==> src/rtl/rbm_pkg.sv <==
package rbm_pkg;

    localparam int NCODE = 10;

    typedef enum logic [2:0] {
        CMD_LMR = 3'b000,
        CMD_REF = 3'b001,
        CMD_PRE = 3'b010,
        CMD_ACT = 3'b011,
        CMD_WR  = 3'b100,
        CMD_RD  = 3'b101,
        CMD_RSV = 3'b110,
        CMD_NOP = 3'b111
    } cmd_e;

    typedef enum logic [3:0] {
        V_NONE       = 4'd0,
        V_MULTI_CS   = 4'd1,
        V_POWER      = 4'd2,
        V_ACT_OPEN   = 4'd3,
        V_ACC_CLOSED = 4'd4,
        V_REF_OPEN   = 4'd5,
        V_RFC        = 4'd6,
        V_RCD        = 4'd7,
        V_RP         = 4'd8,
        V_RC         = 4'd9
    } viol_e;

    typedef struct packed {
        logic power;
        logic act_open;
        logic acc_closed;
        logic ref_open;
        logic rfc;
        logic rcd;
        logic rp;
        logic rc;
    } rank_err_t;

    function automatic logic is_access(input cmd_e c);
        return (c == CMD_RD) || (c == CMD_WR);
    endfunction

    // lowest set code wins
    function automatic viol_e pick_first(input logic [NCODE-1:1] hits);
        viol_e r;
        r = V_NONE;
        for (int i = NCODE - 1; i >= 1; i--) begin
            if (hits[i]) r = viol_e'(i[3:0]);
        end
        return r;
    endfunction

endpackage

==> src/rtl/rbm_cmd_decode.sv <==
module rbm_cmd_decode
    import rbm_pkg::*;
#(
    parameter int N_RANK = 2
) (
    input  logic [N_RANK-1:0] cs_n,
    input  logic              ras_n,
    input  logic              cas_n,
    input  logic              we_n,
    output cmd_e              cmd,
    output logic [N_RANK-1:0] rank_sel,
    output logic              multi_cs
);
    logic [N_RANK-1:0] low;
    int unsigned       n_low;

    always_comb begin
        low   = ~cs_n;
        n_low = 0;
        for (int r = 0; r < N_RANK; r++) n_low += {31'd0, low[r]};
        multi_cs = (n_low > 1);
        rank_sel = multi_cs ? '0 : low;
        cmd      = cmd_e'({ras_n, cas_n, we_n});
    end
endmodule

==> src/rtl/rbm_rank_tracker.sv <==
module rbm_rank_tracker
    import rbm_pkg::*;
#(
    parameter int N_BANK = 8,
    parameter int ROW_W  = 15,
    parameter int A10    = 10,
    parameter int T_RCD  = 5,
    parameter int T_RP   = 5,
    parameter int T_RC   = 22,
    parameter int T_RFC  = 79
) (
    input  logic                      clk,
    input  logic                      rst,
    input  logic                      sel,
    input  logic                      cke,
    input  cmd_e                      cmd,
    input  logic [$clog2(N_BANK)-1:0] ba,
    input  logic [ROW_W-1:0]          addr,
    output rank_err_t                 err
);
    localparam int BAW   = $clog2(N_BANK);
    localparam int RCD_W = $clog2(T_RCD + 1);
    localparam int RP_W  = $clog2(T_RP + 1);
    localparam int RC_W  = $clog2(T_RC + 1);
    localparam int RFC_W = $clog2(T_RFC + 1);
    localparam logic [RCD_W-1:0] RCD_LD = RCD_W'(T_RCD - 1);
    localparam logic [RP_W-1:0]  RP_LD  = RP_W'(T_RP - 1);
    localparam logic [RC_W-1:0]  RC_LD  = RC_W'(T_RC - 1);
    localparam logic [RFC_W-1:0] RFC_LD = RFC_W'(T_RFC - 1);

    logic [N_BANK-1:0] open_q;
    logic [ROW_W-1:0]  row_q   [N_BANK];
    logic [RCD_W-1:0]  rcd_cnt [N_BANK];
    logic [RP_W-1:0]   rp_cnt  [N_BANK];
    logic [RC_W-1:0]   rc_cnt  [N_BANK];
    logic [RFC_W-1:0]  rfc_cnt;

    logic live, acc, a10;
    logic [BAW-1:0] b;

    always_comb begin
        live = sel && (cmd != CMD_NOP);
        acc  = live && cke;
        a10  = addr[A10];
        b    = ba;
        err.power      = live && !cke;
        err.act_open   = acc && (cmd == CMD_ACT) && open_q[b];
        err.acc_closed = acc && is_access(cmd) && !open_q[b];
        err.ref_open   = acc && (cmd == CMD_REF) && (|open_q);
        err.rfc        = acc && (rfc_cnt != '0);
        err.rcd        = acc && is_access(cmd) && open_q[b] && (rcd_cnt[b] != '0);
        err.rp         = acc && (cmd == CMD_ACT) && (rp_cnt[b] != '0);
        err.rc         = acc && (cmd == CMD_ACT) && (rc_cnt[b] != '0);
    end

    always_ff @(posedge clk) begin
        if (rst) begin
            open_q  <= '0;
            rfc_cnt <= '0;
            for (int i = 0; i < N_BANK; i++) begin
                row_q[i]   <= '0;
                rcd_cnt[i] <= '0;
                rp_cnt[i]  <= '0;
                rc_cnt[i]  <= '0;
            end
        end else begin
            if (rfc_cnt != '0) rfc_cnt <= rfc_cnt - 1'b1;
            for (int i = 0; i < N_BANK; i++) begin
                if (rcd_cnt[i] != '0) rcd_cnt[i] <= rcd_cnt[i] - 1'b1;
                if (rp_cnt[i]  != '0) rp_cnt[i]  <= rp_cnt[i]  - 1'b1;
                if (rc_cnt[i]  != '0) rc_cnt[i]  <= rc_cnt[i]  - 1'b1;
            end
            if (acc) begin
                unique case (cmd)
                    CMD_ACT: begin
                        open_q[b]  <= 1'b1;
                        row_q[b]   <= addr;
                        rcd_cnt[b] <= RCD_LD;
                        rc_cnt[b]  <= RC_LD;
                    end
                    CMD_RD, CMD_WR: begin
                        if (a10) open_q[b] <= 1'b0;
                    end
                    CMD_PRE: begin
                        if (a10) begin
                            open_q <= '0;
                            for (int i = 0; i < N_BANK; i++) rp_cnt[i] <= RP_LD;
                        end else begin
                            open_q[b] <= 1'b0;
                            rp_cnt[b] <= RP_LD;
                        end
                    end
                    CMD_REF: rfc_cnt <= RFC_LD;
                    default: ;
                endcase
            end
        end
    end

    p_act_opens_r3: assert property (@(posedge clk) disable iff (rst)
        (acc && cmd == CMD_ACT) |=> open_q[$past(ba)]);

    p_pre_all_r4: assert property (@(posedge clk) disable iff (rst)
        (acc && cmd == CMD_PRE && addr[A10]) |=> (open_q == '0));

    p_autopre_r5: assert property (@(posedge clk) disable iff (rst)
        (acc && is_access(cmd) && addr[A10]) |=> !open_q[$past(ba)]);

    p_power_hold_r11: assert property (@(posedge clk) disable iff (rst)
        (live && !cke) |=> $stable(open_q));

    generate
        for (genvar g = 0; g < N_BANK; g++) begin : g_row_chk
            p_row_hold_r3: assert property (@(posedge clk) disable iff (rst)
                !(acc && cmd == CMD_ACT && ba == BAW'(g)) |=> $stable(row_q[g]));
        end
    endgenerate
endmodule

==> src/rtl/rbm_viol_latch.sv <==
module rbm_viol_latch
    import rbm_pkg::*;
(
    input  logic             clk,
    input  logic             rst,
    input  logic             clr,
    input  logic [NCODE-1:1] hits,
    output logic             viol_flag,
    output viol_e            viol_code
);
    always_ff @(posedge clk) begin
        if (rst || clr) begin
            viol_flag <= 1'b0;
            viol_code <= V_NONE;
        end else if (!viol_flag && (|hits)) begin
            viol_flag <= 1'b1;
            viol_code <= pick_first(hits);
        end
    end

    p_sticky_r12: assert property (@(posedge clk) disable iff (rst)
        (viol_flag && !clr) |=> (viol_flag && $stable(viol_code)));

    p_clear_r12: assert property (@(posedge clk) disable iff (rst)
        clr |=> (!viol_flag && viol_code == V_NONE));
endmodule

==> src/rtl/rank_bank_monitor.sv <==
module rank_bank_monitor
    import rbm_pkg::*;
#(
    parameter int N_RANK = 2,
    parameter int N_BANK = 8,
    parameter int ROW_W  = 15,
    parameter int T_RCD  = 5,
    parameter int T_RP   = 5,
    parameter int T_RC   = 22,
    parameter int T_RFC  = 79
) (
    input  logic        clk,
    input  logic        rst,
    input  logic        viol_clr,
    input  logic [1:0]  cs_n,
    input  logic [1:0]  cke,
    input  logic        ras_n,
    input  logic        cas_n,
    input  logic        we_n,
    input  logic [2:0]  ba,
    input  logic [14:0] addr,
    output logic        viol_flag,
    output logic [3:0]  viol_code
);
    cmd_e              cmd;
    logic [N_RANK-1:0] rank_sel;
    logic              multi_cs;
    rank_err_t         errs [N_RANK];
    rank_err_t         any_err;
    logic [NCODE-1:1]  hits;
    viol_e             code_q;

    rbm_cmd_decode #(.N_RANK(N_RANK)) u_dec (
        .cs_n     (cs_n),
        .ras_n    (ras_n),
        .cas_n    (cas_n),
        .we_n     (we_n),
        .cmd      (cmd),
        .rank_sel (rank_sel),
        .multi_cs (multi_cs)
    );

    generate
        for (genvar r = 0; r < N_RANK; r++) begin : g_rank
            rbm_rank_tracker #(
                .N_BANK (N_BANK),
                .ROW_W  (ROW_W),
                .T_RCD  (T_RCD),
                .T_RP   (T_RP),
                .T_RC   (T_RC),
                .T_RFC  (T_RFC)
            ) u_trk (
                .clk  (clk),
                .rst  (rst),
                .sel  (rank_sel[r]),
                .cke  (cke[r]),
                .cmd  (cmd),
                .ba   (ba),
                .addr (addr),
                .err  (errs[r])
            );
        end
    endgenerate

    always_comb begin
        any_err = '0;
        for (int r = 0; r < N_RANK; r++) any_err = any_err | errs[r];
        hits = '0;
        hits[V_MULTI_CS]   = multi_cs;
        hits[V_POWER]      = any_err.power;
        hits[V_ACT_OPEN]   = any_err.act_open;
        hits[V_ACC_CLOSED] = any_err.acc_closed;
        hits[V_REF_OPEN]   = any_err.ref_open;
        hits[V_RFC]        = any_err.rfc;
        hits[V_RCD]        = any_err.rcd;
        hits[V_RP]         = any_err.rp;
        hits[V_RC]         = any_err.rc;
    end

    rbm_viol_latch u_latch (
        .clk       (clk),
        .rst       (rst),
        .clr       (viol_clr),
        .hits      (hits),
        .viol_flag (viol_flag),
        .viol_code (code_q)
    );

    assign viol_code = code_q;

    p_multi_cs_r10: assert property (@(posedge clk) disable iff (rst)
        ($countones(~cs_n) > 1 && !viol_clr && !viol_flag) |=> (viol_code == 4'd1));
endmodule

==> config.mk <==
export PLATFORM = sky130hd
export DESIGN_NAME = rank_bank_monitor
export DESIGN_NICKNAME = d
export VERILOG_FILES = /design/src/rtl/rbm_pkg.sv /design/src/rtl/rbm_cmd_decode.sv /design/src/rtl/rbm_rank_tracker.sv /design/src/rtl/rbm_viol_latch.sv /design/src/rtl/rank_bank_monitor.sv
export SDC_FILE = /design/constraint.sdc
export NUM_CORES = 1
export LEC_CHECK = 0
export BUFFER_PORTS_ARGS = -buffer_cell sky130_fd_sc_hd__clkbuf_2
export CORE_ASPECT_RATIO = 0.75
export CORE_UTILIZATION = 40
export CTS_BUF_LIST = sky130_fd_sc_hd__clkbuf_8
export CTS_CLUSTER_DIAMETER = 150
export CTS_CLUSTER_SIZE = 40
export DETAILED_ROUTE_END_ITERATION = 8
export SLEW_MARGIN = 20
export SYNTH_ARGS = -nofsm -noshare
export SYNTH_HDL_FRONTEND = slang
export SYNTH_SLANG_ARGS = --single-unit
export TNS_END_PERCENT = 100
==> constraint.sdc <==
create_clock -name clk -period 6.1 [get_ports clk]
set_input_delay 0.61 -clock clk [delete_from_list [all_inputs] [get_ports clk]]
set_output_delay 0.61 -clock clk [all_outputs]
set_load 0.005 [all_outputs]
# --- After elaboration in Yosys (flattened, before gate mapping) ---
# Memories as Yosys holds them, arrays and structs flattened.
# Index checks and enable logic that the tools add are counted.
totals:
  mem_count: 6
  romBits: 0
  latchBits: 0
  mem_bits_rw: 176
  ff_bits: 35
  input_bits: 28
op_classes:
  n_div: 0
  multipliers: 0
  n_reduce_logical: 100
  n_lt_le_gt_ge: 3
  bitwise: 71
  add_sub_neg: 51
  shift: 0
  muxes: 261
  n_eq_ne: 7
memory_table:
  columns: ["name", "depth", "width", "read_ports", "rd_ports_with_merged_regs", "write_ports", "line_no", "rtl"]
  rows:
  - ["g_rank[0].u_trk.rc_cnt", 8, 5, 9, 0, 9, "rbm_rank_tracker.sv:35", "logic [RC_W-1:0] rc_cnt [N_BANK];"]
  - ["g_rank[1].u_trk.rc_cnt", 8, 5, 9, 0, 9, "rbm_rank_tracker.sv:35", null]
  - ["g_rank[0].u_trk.rcd_cnt", 8, 3, 9, 0, 9, "rbm_rank_tracker.sv:33", "logic [RCD_W-1:0] rcd_cnt [N_BANK];"]
  - ["g_rank[0].u_trk.rp_cnt", 8, 3, 9, 0, 9, "rbm_rank_tracker.sv:34", "logic [RP_W-1:0] rp_cnt [N_BANK];"]
  - ["g_rank[1].u_trk.rcd_cnt", 8, 3, 9, 0, 9, "rbm_rank_tracker.sv:33", null]
  - ["g_rank[1].u_trk.rp_cnt", 8, 3, 9, 0, 9, "rbm_rank_tracker.sv:34", null]
ops:
  columns: ["operator", "n"]
  rows:
  - ["2-to-1 mux 1 bit", 172]
  - ["2-to-1 mux 3 bit", 48]
  - ["nonzero test 3 bit", 37]
  - ["subtractor 3 x 1 -> 3 bit, second input constant", 32]
  - ["nonzero test 5 bit", 18]
  - ["2-to-1 mux 5 bit", 16]
  - ["subtractor 5 x 1 -> 5 bit, second input constant", 16]
  - ["OR 1 bit", 64]
  - ["one-hot mux 8 bit (3 select lines)", 2]
  - ["2-to-1 mux 7 bit", 6]
  - ["2-to-1 mux 4 bit", 9]
  - ["greater-than comparator 32 x 1 -> 1 bit, second input constant", 1]
  - ["2-to-1 mux 8 bit", 4]
  - ["logical AND 1 bit", 30]
  - ["OR 8 bit", 3]
  - ["bitwise AND 8 bit", 2]
  - ["OR reduction 8 bit", 2]
  - ["nonzero test 7 bit", 2]
  - ["subtractor 7 x 1 -> 7 bit, second input constant", 2]
  - ["OR reduction 9 bit", 1]
  - ["inverter 8 bit", 1]
  - ["binary-select mux 1 bit (select 3 bit)", 2]
  - ["== test 3 x 2 -> 1 bit, second input constant", 2]
  - ["== test 3 bit, second input constant", 2]
  - ["other kinds (13)", 19]

# --- Longest topological paths before layout ---
# Gate-level depths: netlist (run 1).
depth:
  depth_word: 19
  depth_mapped: 12
  depth_no_buf: 10

# --- Hierarchy ---
# From an unflattened synthesis (run 1), not the netlist that was laid out.
hier_totals:
  cells_unflattened: 1356
  hier_area_um2: 11452.2
modules_own_cells:
  columns: ["module", "area_each_um2", "seq_area_each_um2", "instances", "cells_per_inst"]
  rows:
  - ["rbm_rank_tracker at g_rank[1].u_trk", 5546.6, 2062.0, 1, 654]
  - ["rbm_rank_tracker at g_rank[0].u_trk", 5519.0, 2062.0, 1, 655]
  - ["rbm_viol_latch", 295.3, 100.1, 1, 33]
  - ["rank_bank_monitor", 50.0, 0.0, 1, 8]
  - ["rbm_cmd_decode", 41.3, 0.0, 1, 6]

# --- Worst setup path after synthesis (run 1) ---
# OpenSTA, ideal clock, no wires.
synth_path:
  path_kind: "input port to flip-flop"
  start: "input port ba[0]"
  end: "register u_latch.viol_code[3]"
  n_path_buf: 1
  arrival_time_ns: 2.429
  path_stages: 9
  slack_ns: 3.552
  required_time_ns: 5.981
  path_cell_list: "buf_6 > or4_1 > and4_1 > o211ai_1 > nand4_2 > nor4_2 > and3_1 > nor2_2 > o221a_1"
synth_via:
  elab_chain_len: 13
  word_cells_on_any_way: 42
  cone_classes: "13 x mux; 1 x bitwise; 22 x reduce/logical; 6 x memory"
synth_rtl:
  columns: ["element", "line_no", "rtl"]
  rows:
  - ["from (decl)", "rank_bank_monitor.sv:20", "input logic [2:0] ba,"]
  - ["memory read (8 x 5 bit)", null, null]
  - ["nonzero test 5 bit", "rbm_rank_tracker.sv:53", "err.rc = acc && (cmd == CMD_ACT) && (rc_cnt[b] != '0);"]
  - ["logical AND 1 bit", "rbm_rank_tracker.sv:53", null]
  - ["OR 8 bit (*)", "rank_bank_monitor.sv:67", "for (int r = 0; r < N_RANK; r++) any_err = any_err | errs[r];"]
  - ["2-to-1 mux 4 bit (9 in series)", "rbm_pkg.sv:49", "if (hits[i]) r = viol_e'(i[3:0]);"]
  - ["to (signal assigned)", "rbm_viol_latch.sv:17", "viol_code <= pick_first(hits);"]
  - ["to (decl)", "rbm_viol_latch.sv:9", "output viol_e viol_code"]
# Every way passes the cells marked *; elsewhere a longest branch is shown, timed or not. The select of a mux whose other input is x is not followed.
# A chain may end at the register's enable or synchronous reset.

# --- Worst setup path after layout (run 1) ---
# Ends and elaborated chain as after synthesis.

==> results of run 1 <==
## flip-flops by register name (all words and copies together), names as in the netlist
| name | count |
|---|---|
| g_rank.u_trk.rc_cnt | 80 |
| g_rank.u_trk.rcd_cnt | 48 |
| g_rank.u_trk.rp_cnt | 48 |
| g_rank.u_trk.open_q | 16 |
| g_rank.u_trk.rfc_cnt | 14 |
| u_latch.viol_code | 4 |
| u_latch.viol_flag | 1 |
## through the flow
stage	power (mW)	hold WS [ns]	instances	instance area, sq um
6_report	5.95	0.370	1773	12000
5_1_grt	6.60	0.397	1773	12000
4_1_cts	5.99	0.350	1773	12000
3_5_place_dp	5.38	0.473	1763	11900
3_3_place_gp	5.27	0.470	1763	11900
2_1_floorplan	4.82	0.445	1414	11500
## power groups by stage
stage	combinational, mW	sequential [mW]	clock (mW)
after floorplan	2.56	2.26	0
after global placement	2.90	2.37	0
after detailed placement	3.01	2.37	0
after CTS	3.03	2.34	0.618
after global routing	3.52	2.43	0.654
final	3.02	2.34	0.584
## routing by layer
metal	vias to the layer above	wire, microns	global-route usage, %
met5	-	0	0
met4	0	314	2.87
met3	17	1010	2.28
met2	137	11800	29.8
met1	4427	14600	28.6
li1	4843	-	-
## Yosys cell counts, drive strengths merged, types with 3 or more instances
library cell,n,area (sq um)
nor4b,7,61.3
o31ai,5,37.5
nor2b,10,62.6
nor4,26,169
buf,17,105
nand4,4,31.3
or2,13,81.3
mux2i,30,300
nor3b,14,105
nor3,69,345
nand2b,25,156
nor2,215,810
or3,20,125
o311ai,3,26.3
xnor2,45,394
ha,86,1080
a2111oi,28,245
inv,124,465
o221ai,5,43.8
o21ai,111,556
or3b,5,43.8
nand3b,22,165
o22ai,16,100
xor2,23,201
dfxtp,211,4220
mux2,17,191
or4,3,22.5
a21oi,69,345
nand2,78,293
nand3,10,50.1
a41oi,5,43.8
clkbuf,43,161
or4b,3,30.0
o211ai,6,45.0
a211oi,22,165
## cell usage in the layout, fill, tap and decap left out, types with 30 or more instances in the layout
master   netlist  layout
xnor2_1       45      45
mux2i_1       30      30
nor2_1       214     214
a21oi_1       69      69
nor3_1        69      69
ha_1          86      86
nand2_1       78      78
dfxtp_1      211     211
o21ai_0      110     110
inv_1        124     124
## worst paths after layout
check                                     start  depth (start not counted)                           end
setup / recovery                          ba[0]                         10          u_latch.viol_code[3]
setup reg to reg  g_rank[1].u_trk.rcd_cnt[0][2]                          8          u_latch.viol_code[3]
hold reg to reg    g_rank[0].u_trk.rc_cnt[2][4]                          2  g_rank[0].u_trk.rc_cnt[2][4]
hold / removal                         viol_clr                          4          u_latch.viol_code[2]
## kinds of logic after synthesis
group / count (synthesis) / synth area share (%)
AO/OA/AOI/OAI: 286 / 15.3
XOR/XNOR: 68 / 5.17
adder cells (fa/ha/maj): 86 / 9.34
buffers and inverters: 185 / 6.39
flip-flops: 211 / 36.7
multiplexers: 49 / 4.66
AND/OR/NAND/NOR: 529 / 22.5
## cell type report
| type | count | area (sq um) |
|---|---|---|
| timing repair buffer | 24 | 140 |
| fill | 2854 | 16200 |
| multi-input combinational | 1018 | 6560 |
| sequential | 211 | 4220 |
| tap | 385 | 482 |
| clock inverter | 1 | 30.0 |
| clock buffer | 9 | 124 |
| inverter | 125 | 469 |
## worst min-delay path, cell delays in order
cell and delay, ns:
clkbuf_2 0.09, nor2_1 0.10, nand2_1 0.09, o21ai_1 0.05
==> metrics.csv, run 1 <==
metric,value,unit
tightest_slew,0.940,ns
crit_family,simple AND/OR/NAND/NOR gates,
cts_htree_levels,1,
clockBufferDepth,3,
numPortBuffers,18,
p_int,3.50,mW
ctsHoldBuffers,0,
via_per_inst,5.32,
dp_hpwl,20000,microns
vdd_drop_max,0.213,mV
clock-sinks,211,
cts_tree,done,
ys_types,61,
power_density,494,nW/um^2
required,6.57,ns
drt_iter0_drc,670,
cts.reportedPaths.clkPinSlew,0.25,ns
grt_pass1_wl,45700,microns
ant_nets,0,
grt_max_degree,68,
ys_seq_area_share,36.7,%
die_h,149,microns
critPathMostFrequentCell,buf_4,
cts_root_buf,clkbuf_8,
utilization,42.7,%
place_ws,2.40,ns
ff2ff_setup_slack,3.26,ns
period_share,52.4,%
clkPwrFrac,9.8,%
clk_latency,0.56,ns
worst_setup_path_start_kind,input pin,
max_cap_viol_count,0,
p_seq_share,39.4,%
synth_edf_count,0,
slowest_delay,0.57,ns
p_leak,4.73,nW
area_growth,4.42,%
cts-resized-gates,0,
hold_class,input pin to flip-flop,
antenna_found_initial,0,
power.switching,2.44,mW
setup_tns,0,ns
core-area,28200,sq um
rows,53,
maxSlewViolCount,0,
numCtsBuffers,9,
ios,33,
routedWlPerCell,15.7,microns
cpMaxStageDelayCell,nor4b_1,
initial_utilization,40.9,%
postCtsSetupBuffers,0,
grt_usage,19.2,%
relSlewSlack,37.1,%
dieArea,29500,sq um
remaining_drc_errors,0,
rsz0062_at_grt,false,
gp_congestion,0.814,
fp.dieW,198,microns
yosysWarnings,0,
postSynthRegisterBits,211,
hold_viol_final,0,
critPathBufInv,2,
fmax,0.313,GHz
end_kind,flip-flop,
path_cells,buf_4 > buf_4 > nor4b_1 > nor4_1 > o211ai_1 > nand4_2 > nor4_2 > and3_1 > nor2_2 > o221a_1,
netlist_instances,1414,
fin_nets,1503,
postSynth.asyncResetShare,0,%
drive_above_1_share,5.33,%
synthFlopType,dfxtp_1,
critical_path_class,input pin to flip-flop,
routed_wl,27800,microns
overflow,0,
drtPass1Iterations,5,
finalClockSkew,0.0756,ns
power.share.combinational,50.7,%
status,"finished, final reports clean",
setup_viol,0,
synth_nets,1528,
postSynthAreaPerCell,8.15,sq um
cp.arrival,3.66,ns
fin_ws,2.90,ns
cp_max_fo,57,
netlist_area,11500,sq um
grt_pass1_vias,8920,
finalCriticalPeriod,3.20,ns
swShare,41.1,%
diodes,0,
vias,9424,
Power figures use the tool's default switching activity.
==> inputs of run 2 (changes only) <==
==> constraint.sdc (replaced) <==
create_clock -name clk -period 3 [get_ports clk]
set_input_delay 0.3 -clock clk [delete_from_list [all_inputs] [get_ports clk]]
set_output_delay 0.3 -clock clk [all_outputs]
set_load 0.005 [all_outputs]
==> metrics.csv, run 2 (same netlist as run 1, synthesis figures left out) <==
metric,value,unit,change
status,"finished, final reports clean",,unchanged
period_share,91.2,%,
ctsHoldBuffers,0,,unchanged
die_h,149,microns,unchanged
fin_nets,1527,,was 1503
grt_pass1_vias,8840,,was 8920
drt_iter0_drc,699,,was 670
grt_max_degree,72,,was 68
layout_common_cells,"214 x nor2_1, 211 x dfxtp_1, 124 x inv_1, 110 x o21ai_0, 86 x ha_1",,unchanged
clock-sinks,211,,unchanged
layout_commonest_cell,nor2_1,,unchanged
cts.reportedPaths.clkPinSlew,0.23,ns,was 0.25 ns
crit_start,g_rank[0].u_trk.rfc_cnt[0],,was ba[0]
tightest_slew,0.992,ns,was 0.940 ns
ff2ff_path_depth,10,,was 8
overflow,0,,unchanged
end_kind,flip-flop,,unchanged
initial_utilization,40.9,%,unchanged
via_per_inst,5.32,,about the same
remaining_drc_errors,0,,unchanged
gp_congestion,0.825,,was 0.814
p_leak,4.86,nW,was 4.73 nW
utilization,43.4,%,was 42.7%
largest_reg_flops,80,,unchanged
rows,53,,unchanged
top_regs,"g_rank.u_trk.rc_cnt x80, g_rank.u_trk.rcd_cnt x48, g_rank.u_trk.rp_cnt x48",,unchanged
cp.arrival,3.20,ns,was 3.66 ns
drive_above_1_share,6.94,%,was 5.33%
diodes,0,,unchanged
fin_ws,0.263,ns,was 2.90 ns
area_growth,6.20,%,was 4.42%
drtPass1Iterations,5,,unchanged
power.share.combinational,50.7,%,about the same
swShare,40.9,%,was 41.1%
p_int,7.14,mW,was 3.50 mW
place_ws,0.0802,ns,was 2.40 ns
met3RoutedLength,1360,microns,was 1010 microns
clockBufferDepth,3,,unchanged
dp_hpwl,20600,microns,was 20000 microns
core-area,28200,sq um,unchanged
fillers,2823,,was 2854
cts-resized-gates,0,,unchanged
postCtsSetupBuffers,0,,unchanged
r2r-end,u_latch.viol_code[3],,unchanged
p_seq_share,39.5,%,was 39.4%
max_cap_viol_count,0,,unchanged
routedWlPerCell,15.6,microns,was 15.7 microns
wl_met1,14600,microns,about the same
grt_pass1_wl,46100,microns,was 45700 microns
vdd_drop_max,0.468,mV,was 0.213 mV
ant_nets,0,,unchanged
ios,33,,unchanged
setup.worst_path.end,u_latch.viol_code[3],,unchanged
critical_path_class,flip-flop to flip-flop,,was input pin to flip-flop
finalCriticalPeriod,2.74,ns,
grt_usage,19.3,%,was 19.2%
hold_class,input pin to flip-flop,,unchanged
finalPower,12.1,mW,was 5.95 mW
cts_tree,done,,unchanged
dr.max_layer_used,met4,,unchanged
power.switching,4.94,mW,was 2.44 mW
cts_htree_levels,1,,unchanged
fmax,0.365,GHz,
cp_max_fo,7,,was 57
ff2ff_setup_slack,0.26,ns,was 3.26 ns
fp.dieW,198,microns,unchanged
finalClockSkew,0.0708,ns,was 0.0756 ns
setup_viol,0,,unchanged
top_register,g_rank.u_trk.rc_cnt,,unchanged
numCtsBuffers,9,,unchanged
dr_wl_met2,11800,microns,about the same
required,3.47,ns,was 6.57 ns
routed_wl,28000,microns,was 27800 microns
rsz0062_at_grt,false,,unchanged
worst_setup_path_start_kind,flip-flop,,was input pin
clk_latency,0.55,ns,was 0.56 ns
clkPwrFrac,9.8,%,about the same
hold_viol_final,0,,unchanged
cts_root_buf,clkbuf_8,,unchanged
relSlewSlack,33.6,%,was 37.1%
antenna_found_initial,0,,unchanged
numPortBuffers,18,,unchanged
vias,9553,,was 9424
setup_tns,0,ns,unchanged
final_cells,1797,,was 1773
power_density,987,nW/um^2,was 494 nW/um^2
worstReg2RegStart,g_rank[0].u_trk.rfc_cnt[0],,was g_rank[1].u_trk.rcd_cnt[0][2]
maxSlewViolCount,0,,unchanged
place_inst,1787,,was 1763
dieArea,29500,sq um,unchanged
[run 2: cell types whose count changed in the layout (fill, tap and decap cells not counted), sizes merged]
cell,before,now
buf,8,32
[run 2: routing by layer]
layer / track usage [%] / vias to the layer above
li1: - / 4899
met1: 29.0 / 4449
met2: 29.9 / 182
met3: 2.33 / 23
met4: 2.91 / 0
met5: 0 / -
[run 2: layout make-up]
class,instances,area [sq um],area share [%]
multi-input combinational,1018,6560,53.6
tap,385,482,3.94
timing repair buffer,48,345,2.82
inverter,125,469,3.84
sequential,211,4220,34.5
clock buffer,9,124,1.01
clock inverter,1,30.0,0.245
[run 2: worst max-delay path, stage by stage (launching register included)]
cell	delay, ns
dfxtp_1	0.38
inv_1	0.06
ha_1	0.16
or3b_1	0.39
or4_1	0.58
nand2_1	0.15
a21boi_2	0.09
nor4_2	0.28
and3_1	0.26
nor2_2	0.08
o221a_1	0.23
[run 2: how the worst min path moves through the flow]
stage                                   endpoint  slack (ns)                         start  cells past startpoint
global route                u_latch.viol_code[3]        0.08                      viol_clr                      3
global placement      g_rank[0].u_trk.rfc_cnt[6]        0.47    g_rank[0].u_trk.rfc_cnt[6]                      2
detailed placement  g_rank[0].u_trk.rc_cnt[2][4]        0.48  g_rank[0].u_trk.rc_cnt[2][4]                      2
floorplan                   u_latch.viol_code[2]        0.44          u_latch.viol_code[2]                      2
CTS                         u_latch.viol_code[2]        0.06                      viol_clr                      4
finish                      u_latch.viol_code[2]        0.08                      viol_clr                      4
[run 2: per-stage QoR]
step | hold WS (ns) | cell area (sq um)
6_report | 0.0808 | 12200
5_1_grt | 0.0846 | 12200
4_1_cts | 0.0644 | 12200
3_5_place_dp | 0.478 | 12100
3_3_place_gp | 0.468 | 12100
2_1_floorplan | 0.445 | 11500
[run 2: power by group through the flow]
stage | Combinational (mW) | Clock [mW] | Sequential (mW)
after floorplan | 5.20 | 0 | 4.60
after global placement | 5.90 | 0 | 4.82
after detailed placement | 6.12 | 0 | 4.83
after CTS | 6.16 | 1.24 | 4.76
after global routing | 7.11 | 1.32 | 4.93
final | 6.12 | 1.19 | 4.77
